[config.mk]
export PLATFORM = sky130hd
export DESIGN_NAME = hs_channel
export DESIGN_NICKNAME = d
export VERILOG_FILES = /design/src/rtl/hs_pkg.sv /design/src/rtl/hs_celem.sv /design/src/rtl/hs_sender.sv /design/src/rtl/hs_receiver.sv /design/src/rtl/hs_channel.sv
export SDC_FILE = /design/constraint.sdc
export NUM_CORES = 1
export LEC_CHECK = 0
export ABC_AREA = 1
export BUFFER_PORTS_ARGS = -buffer_cell sky130_fd_sc_hd__buf_4
export CORE_UTILIZATION = 50
export DETAILED_ROUTE_END_ITERATION = 16
export HOLD_SLACK_MARGIN = 0.05
export PLACE_DENSITY = 0.82
export SLEW_MARGIN = 0
export SYNTH_ARGS = -nofsm -noshare
export SYNTH_HDL_FRONTEND = slang
export SYNTH_SLANG_ARGS = --single-unit
[constraint.sdc]
create_clock -name clk -period 1.66 [get_ports clk]
set_input_delay 0.332 -clock clk [delete_from_list [all_inputs] [get_ports clk]]
set_output_delay 0.332 -clock clk [all_outputs]
set_load 0.01 [all_outputs]
[src/rtl/hs_pkg.sv]
package hs_pkg;

    typedef enum logic {
        LINK_IDLE    = 1'b0,
        LINK_PENDING = 1'b1
    } link_phase_e;

    typedef struct packed {
        logic req;
        logic ack;
    } link_wires_t;

    // holding element: follow inputs when they agree, else keep state
    function automatic logic c_hold(input logic a, input logic b, input logic prev);
        return (a == b) ? a : prev;
    endfunction

    function automatic link_phase_e link_phase(input link_wires_t w);
        return (w.req != w.ack) ? LINK_PENDING : LINK_IDLE;
    endfunction

endpackage

[src/rtl/hs_celem.sv]
module hs_celem #(
    parameter int           WIDTH   = 1,
    parameter logic [WIDTH-1:0] RST_VAL = '0
) (
    input  logic             clk,
    input  logic             rst,
    input  logic [WIDTH-1:0] in_a,
    input  logic [WIDTH-1:0] in_b,
    output logic [WIDTH-1:0] q
);
    for (genvar i = 0; i < WIDTH; i++) begin : g_bit
        always_ff @(posedge clk) begin
            if (rst) q[i] <= RST_VAL[i];
            else     q[i] <= hs_pkg::c_hold(in_a[i], in_b[i], q[i]);
        end
    end
endmodule

[src/rtl/hs_sender.sv]
module hs_sender #(
    parameter int DATA_W = 8
) (
    input  logic              clk,
    input  logic              rst,
    input  logic              push_valid,
    input  logic [DATA_W-1:0] push_data,
    output logic              push_ready,
    output logic              req,
    input  logic              ack,
    output logic [DATA_W-1:0] data
);
    import hs_pkg::*;

    link_wires_t wires;
    logic        launch;
    logic        c_a;
    logic        c_b;
    logic [DATA_W-1:0] data_q;

    assign wires.req  = req;
    assign wires.ack  = ack;
    assign push_ready = (link_phase(wires) == LINK_IDLE);
    assign launch     = push_valid & push_ready;

    // both inputs agree on the opposite of ack only when launching
    assign c_a = ~ack;
    assign c_b = launch ? ~ack : req;

    hs_celem #(.WIDTH(1), .RST_VAL(1'b0)) u_req_c (
        .clk (clk),
        .rst (rst),
        .in_a(c_a),
        .in_b(c_b),
        .q   (req)
    );

    always_ff @(posedge clk) begin
        if (rst)         data_q <= '0;
        else if (launch) data_q <= push_data;
    end

    assign data = data_q;
endmodule

[src/rtl/hs_receiver.sv]
module hs_receiver #(
    parameter int DATA_W = 8,
    parameter bit RX_BUF = 1'b1
) (
    input  logic              clk,
    input  logic              rst,
    input  logic              req,
    input  logic [DATA_W-1:0] data,
    output logic              ack,
    output logic              pop_valid,
    output logic [DATA_W-1:0] pop_data,
    input  logic              pop_ready
);
    import hs_pkg::*;

    link_wires_t wires;
    logic        pending;
    logic        accept;
    logic        c_a;
    logic        c_b;

    assign wires.req = req;
    assign wires.ack = ack;
    assign pending   = (link_phase(wires) == LINK_PENDING);

    if (RX_BUF) begin : g_buf
        logic              hold_valid;
        logic [DATA_W-1:0] hold_data;
        logic              pop_fire;

        assign pop_fire = hold_valid & pop_ready;
        assign accept   = pending & (~hold_valid | pop_fire);

        always_ff @(posedge clk) begin
            if (rst) begin
                hold_valid <= 1'b0;
                hold_data  <= '0;
            end else if (accept) begin
                hold_valid <= 1'b1;
                hold_data  <= data;
            end else if (pop_fire) begin
                hold_valid <= 1'b0;
            end
        end

        assign pop_valid = hold_valid;
        assign pop_data  = hold_data;
    end else begin : g_direct
        assign accept    = pending & pop_ready;
        assign pop_valid = pending;
        assign pop_data  = data;
    end

    // both inputs agree on req only when the word is taken
    assign c_a = req;
    assign c_b = accept ? req : ack;

    hs_celem #(.WIDTH(1), .RST_VAL(1'b0)) u_ack_c (
        .clk (clk),
        .rst (rst),
        .in_a(c_a),
        .in_b(c_b),
        .q   (ack)
    );
endmodule

[src/rtl/hs_channel.sv]
module hs_channel #(
    parameter int DATA_W = 8,
    parameter bit RX_BUF = 1'b1
) (
    input  logic              clk,
    input  logic              rst,
    input  logic              push_valid,
    input  logic [DATA_W-1:0] push_data,
    output logic              push_ready,
    output logic              ch_req,
    output logic              ch_ack,
    output logic [DATA_W-1:0] ch_data,
    output logic              pop_valid,
    output logic [DATA_W-1:0] pop_data,
    input  logic              pop_ready
);
    hs_sender #(.DATA_W(DATA_W)) u_tx (
        .clk       (clk),
        .rst       (rst),
        .push_valid(push_valid),
        .push_data (push_data),
        .push_ready(push_ready),
        .req       (ch_req),
        .ack       (ch_ack),
        .data      (ch_data)
    );

    hs_receiver #(.DATA_W(DATA_W), .RX_BUF(RX_BUF)) u_rx (
        .clk      (clk),
        .rst      (rst),
        .req      (ch_req),
        .data     (ch_data),
        .ack      (ch_ack),
        .pop_valid(pop_valid),
        .pop_data (pop_data),
        .pop_ready(pop_ready)
    );
endmodule

Yosys cells after proc, flatten, opt, wreduce, memory -nomap -nowiden
Index checks and enable logic that the tools add are counted.
{ "word_totals": {"reg_bits": 19, "output_inout_bits": 20} }
{ "classes": {"n_eq_ne": 3, "n_mux": 5, "n_bitwise": 7, "reduce_logical": 1} }
{ "ops": {"columns": ["operator", "n"], "rows": [
  ["two-way mux 1 bit", 5],
  ["bitwise AND 1 bit", 3],
  ["inverter 1 bit", 3],
  ["equality test 1 bit", 2],
  ["nonzero test 2 bit", 1],
  ["!= test 1 bit", 1],
  ["OR 1 bit", 1]
]} }

Longest topological paths before layout
{ "logic_depth": {"ltp_word": 6, "ltp_mapped": 6, "ltp_nobuf": 6} }

Cells and area by module
From an unflattened synthesis, not the netlist that was laid out.
{ "unflattened": {"cells_unflattened": 164, "hier_area_um2": 1003.5} }
{ "by_module_without_submodules": {"columns": ["mod", "instances", "cells_per_inst", "area_per_inst_um2", "seq_area_each_um2"], "rows": [
  ["hs_receiver", 1, 80, 486.7, 180.2],
  ["hs_sender", 1, 76, 444.2, 160.2],
  ["hs_celem", 2, 4, 36.3, 20.0]
]} }

Worst setup path before layout
Ideal clock, no wire load.
{ "synth_path": {"path_kind": "register to output", "startpoint": "register u_rx.u_ack_c.q", "endpoint": "output push_ready", "arrival_time_ns": 0.721, "slack_ns": 0.607, "path_stages_with_launch": 3, "path_cell_list": "dfxtp_1 -> nand2_1 -> nand2_2"} }
{ "synth_between": {"elab_chain_len": 3} }
{ "synth_rtl": {"columns": ["element", "line", "text"], "rows": [
  ["start: declaration", "hs_celem.sv:9", "output logic [WIDTH-1:0] q"],
  ["start signal: indexed assignment", "hs_celem.sv:13", "if (rst) q[i] <= RST_VAL[i];"],
  ["start signal: indexed assignment", "hs_celem.sv:14", "else q[i] <= hs_pkg::c_hold(in_a[i], in_b[i], q[i]);"],
  ["!= test 1 bit", "hs_pkg.sv:19", "return (w.req != w.ack) ? LINK_PENDING : LINK_IDLE;"],
  ["two-way mux 1 bit", "hs_pkg.sv:19", null],
  ["inverter 1 bit", "hs_sender.sv:23", "assign push_ready = (link_phase(wires) == LINK_IDLE);"],
  ["end: declaration", "hs_channel.sv:9", "output logic push_ready,"]
]} }
No other way between the ends.

Worst setup path after layout
{ "layout_path": {"startpoint": "register u_tx.u_req_c.q", "endpoint": "output push_ready"} }
{ "layout_between": {"elab_chain_len": 3} }
{ "layout_rtl": {"columns": ["element", "line"], "rows": [
  ["start: declaration", "hs_celem.sv:9"],
  ["start signal: indexed assignment", "hs_celem.sv:13"],
  ["start signal: indexed assignment", "hs_celem.sv:14"],
  ["!= test 1 bit", "hs_pkg.sv:19"],
  ["two-way mux 1 bit", "hs_pkg.sv:19"],
  ["inverter 1 bit", "hs_sender.sv:23"]
]} }
No other way between the ends.

==> impl_results.html <==
<table>
<tr><th>Metric</th><th>Value</th></tr>
<tr><th colspan="2">Finish</th></tr>
<tr><td>Number of antenna diodes</td><td>0</td></tr>
<tr><td>Syn-to-layout area delta</td><td>30.7%</td></tr>
<tr><td>Post-route standard cell area excluding fillers</td><td>1170 sq um</td></tr>
<tr><td>Commonest cells after routing, fill and taps aside</td><td>inv_1, nand2_1, buf_4</td></tr>
<tr><td>Fraction of final layout cells with drive strength greater than 1</td><td>22.2%</td></tr>
<tr><td>Leading cell type in the layout, fill and taps excluded</td><td>inv_1</td></tr>
<tr><td>Nets</td><td>189</td></tr>
<tr><td>Final standard cell utilization of the core</td><td>73.5%</td></tr>
<tr><th colspan="2">Setup path</th></tr>
<tr><td>CP top delay family</td><td>flip-flops</td></tr>
<tr><td>WP data required</td><td>1.33 ns</td></tr>
<tr><td>Depth of the worst register-to-register path</td><td>5</td></tr>
<tr><td>Worst path slowest cell</td><td>dfxtp_1</td></tr>
<tr><td>Worst-path cell chain</td><td>inv_1 -&gt; nand2_1 -&gt; nand2_2 -&gt; buf_4</td></tr>
<tr><td>CP Depth</td><td>4</td></tr>
<tr><td>Worst Setup End Kind</td><td>output pin</td></tr>
<tr><td>CP startpoint kind</td><td>flop</td></tr>
<tr><td>Critical path data arrival time</td><td>1.22 ns</td></tr>
<tr><td>Largest driver fanout on the critical path</td><td>10</td></tr>
<tr><td>CP peak stage delay</td><td>0.41 ns</td></tr>
<tr><td>Category of the critical setup timing path</td><td>reg2out</td></tr>
<tr><td>Combined buffer and inverter count along the critical path</td><td>2</td></tr>
<tr><th colspan="2">Timing</th></tr>
<tr><td>Worst Setup Slack, final</td><td>0.106 ns</td></tr>
<tr><td>Transition at the pin with the smallest max-transition slack</td><td>0.481 ns</td></tr>
<tr><td>Final Setup Violations</td><td>0</td></tr>
<tr><td>Clock skew after layout</td><td>0.00706 ns</td></tr>
<tr><td>Achievable Freq</td><td>0.643 GHz</td></tr>
<tr><td>Normalized max-slew margin</td><td>67.7%</td></tr>
<tr><td>Time the final worst path needs with I/O delays and setup</td><td>1.55 ns</td></tr>
<tr><td>Final number of hold-violating endpoints</td><td>0</td></tr>
<tr><td>Aggregate negative setup slack</td><td>0 ns</td></tr>
<tr><td>RSZ-0062 raised after global routing</td><td>false</td></tr>
<tr><td>Final critical-path share of the clock period</td><td>93.6%</td></tr>
<tr><td>Worst hold margin</td><td>0.192 ns</td></tr>
<tr><td>Max Transition Viols Final</td><td>0</td></tr>
<tr><th colspan="2">GRT</th></tr>
<tr><td>Initial antenna violation count</td><td>0</td></tr>
<tr><td>Global route total overflow</td><td>0</td></tr>
<tr><td>Overall routing resource usage</td><td>21.1%</td></tr>
<tr><td>Pin count of the biggest net entering global routing</td><td>19</td></tr>
<tr><td>Number of global-route vias before repair</td><td>757</td></tr>
<tr><td>Wire length of the first global-routing pass</td><td>3070 um</td></tr>
<tr><th colspan="2">Placement</th></tr>
<tr><td>Pre-CTS setup slack</td><td>0.332 ns</td></tr>
<tr><td>HPWL Detailed</td><td>1300 um</td></tr>
<tr><td>Cell Area, Placed</td><td>1140 sq um</td></tr>
<tr><td>Number of buffer cells added on primary ports</td><td>31</td></tr>
<tr><td>Global placer's final weighted congestion</td><td>0.791</td></tr>
<tr><th colspan="2">Pwr</th></tr>
<tr><td>Power density over the cells</td><td>927 nW/um^2</td></tr>
<tr><td>LEAKAGE</td><td>0.000712 uW</td></tr>
<tr><td>Worst VDD drop</td><td>0.000502 V</td></tr>
<tr><th colspan="2">Floorplanning</th></tr>
<tr><td>Core Footprint</td><td>1590 sq um</td></tr>
<tr><td>Starting Density</td><td>56.2%</td></tr>
<tr><td>Die ar.</td><td>1970 sq um</td></tr>
<tr><td>Cell row count</td><td>14</td></tr>
<tr><td>Chip Width</td><td>44.3 um</td></tr>
<tr><td>Boundary Pins</td><td>32</td></tr>
<tr><td>Die height</td><td>44.3 um</td></tr>
<tr><th colspan="2">Clocking</th></tr>
<tr><td>Number of clock sinks</td><td>19</td></tr>
<tr><td>Post-CTS Setup Repair Bufs</td><td>0</td></tr>
<tr><td>H-tree depth</td><td>1</td></tr>
<tr><td>Clock slew at the register clock pins of the worst setup and hold paths</td><td>0.11 ns</td></tr>
<tr><td>Quantity of gates resized following cts</td><td>0</td></tr>
<tr><td>Number of hold buffers added after cts</td><td>0</td></tr>
<tr><td>TritonCTS buffer count</td><td>3</td></tr>
<tr><td>CTS tree</td><td>yes</td></tr>
<tr><td>Clock network latency to the later pin of the worst-skew pair</td><td>0.29 ns</td></tr>
<tr><td>Max Buffers Root-to-Sink</td><td>2</td></tr>
<tr><td>Clock root buffer</td><td>clkbuf_4</td></tr>
<tr><th colspan="2">Route</th></tr>
<tr><td>Iteration-0 DRC count of the detailed router</td><td>30</td></tr>
<tr><td>Vias after detailed routing</td><td>889</td></tr>
<tr><td>Wirelength, routed</td><td>1780 um</td></tr>
<tr><td>Routed Antenna Nets</td><td>0</td></tr>
<tr><td>Number of DRC violations after detailed routing</td><td>0</td></tr>
<tr><td>Router iterations before antenna repair</td><td>4</td></tr>
<tr><td>Vias per cell</td><td>4.45</td></tr>
<tr><td>Avg WL per Cell</td><td>8.91 um</td></tr>
<tr><th colspan="2">Synthesis</th></tr>
<tr><td>Synthesized net count</td><td>156</td></tr>
<tr><td>Multiplexer fraction of the synthesized cell area</td><td>0%</td></tr>
<tr><td>Dominant combinational cell family by area after synthesis</td><td>simple AND/OR/NAND/NOR gates</td></tr>
<tr><td>Synth Register Bits</td><td>19</td></tr>
<tr><td>Proportion of synthesized chip area in sequential cells</td><td>42.5%</td></tr>
<tr><td>Yosys warns</td><td>0</td></tr>
<tr><td>Arithmetic-cell share of the synthesized area counting full adders, half adders and majority gates</td><td>0%</td></tr>
<tr><td>Xor/xnor share of the synthesized area</td><td>0%</td></tr>
<tr><td>Number of cells produced by synthesis</td><td>144</td></tr>
<tr><td>Post-synthesis area per instance</td><td>6.22 sq um</td></tr>
<tr><td>Simple-gate share of the synthesized area</td><td>34.8%</td></tr>
<tr><td>Synthesized cell area</td><td>896 sq um</td></tr>
<tr><td>Share of the synthesized area in compound gates (AO/OA/AOI/OAI)</td><td>2.79%</td></tr>
<tr><td>Number of distinct library cells after synthesis</td><td>13</td></tr>
<tr><th colspan="2">Status</th></tr>
<tr><td>Status</td><td>completed</td></tr>
<tr><th colspan="2">Hold path</th></tr>
<tr><td>Worst hold stages</td><td>2</td></tr>
<tr><td>Worst Hold Class</td><td>in2reg</td></tr>
<tr><th colspan="2">Run</th></tr>
<tr><td>MaxCap Viol Count</td><td>0</td></tr>
</table>
## worst paths after layout
kind	startpoint	to	slack [ns]
hold reg to reg	u_rx.pop_data[1]$_SDFFE_PP0P_	u_rx.pop_data[1]$_SDFFE_PP0P_	0.52
setup / recovery	u_tx.u_req_c.q$_SDFFE_PP0N_	push_ready	0.11
hold / removal	rst	u_rx.pop_valid$_SDFFE_PP0P_	0.19
setup reg to reg	u_rx.pop_valid$_SDFFE_PP0P_	u_rx.pop_data[7]$_SDFFE_PP0P_	0.45
## state kept, by name, indices dropped and copies added, names as in the netlist
signal          count
u_tx.u_req_c.q      1
u_rx.pop_valid      1
u_rx.u_ack_c.q      1
u_rx.pop_data       8
u_tx.data           8
## through the flow
step | total power (uW) | instances
6_report | 1090 | 200
5_1_grt | 1160 | 200
4_1_cts | 1090 | 200
3_5_place_dp | 867 | 196
3_3_place_gp | 859 | 196
2_1_floorplan | 735 | 144
## kinds of logic (layout without fill, tap and decap cells)
group / after synthesis / count (layout)
AND/OR/NAND/NOR: 73 / 73
buffers and inverters: 47 / 79
flip-flops: 19 / 19
AO/OA/AOI/OAI: 5 / 5
## area by class of cell
cell class | count | area, sq um
inverter | 44 | 165
fill | 136 | 423
tap | 24 | 30.0
multi-input combinational | 78 | 337
timing repair buffer | 31 | 233
clock buffer | 4 | 26.3
sequential | 19 | 380
## power breakdown
| part | internal [uW] | switching, uW |
|---|---|---|
| registers | 507 | 27.9 |
| logic | 143 | 179 |
| clock network | 93.2 | 135 |
| total | 743 | 342 |
## cell usage after synthesis, drive strengths merged
cell type / number / share of area [%]
nand3: 18 / 11
nand2: 39 / 17
o21ai: 2 / 1.1
inv: 43 / 18
a21oi: 3 / 1.7
nor2: 16 / 6.7
clkbuf: 1 / 0.42
buf: 2 / 1.1
dfxtp: 19 / 42
clkinv: 1 / 0.42
## per-layer routing
layer  global-route usage (%)  part of all wire (%)
met2                     33.5                    46
met5                        0                     0
met1                     28.4                    49
met4                     7.88                  0.67
met3                     4.08                   4.9
No activity file was read; power rests on OpenSTA's default activity.
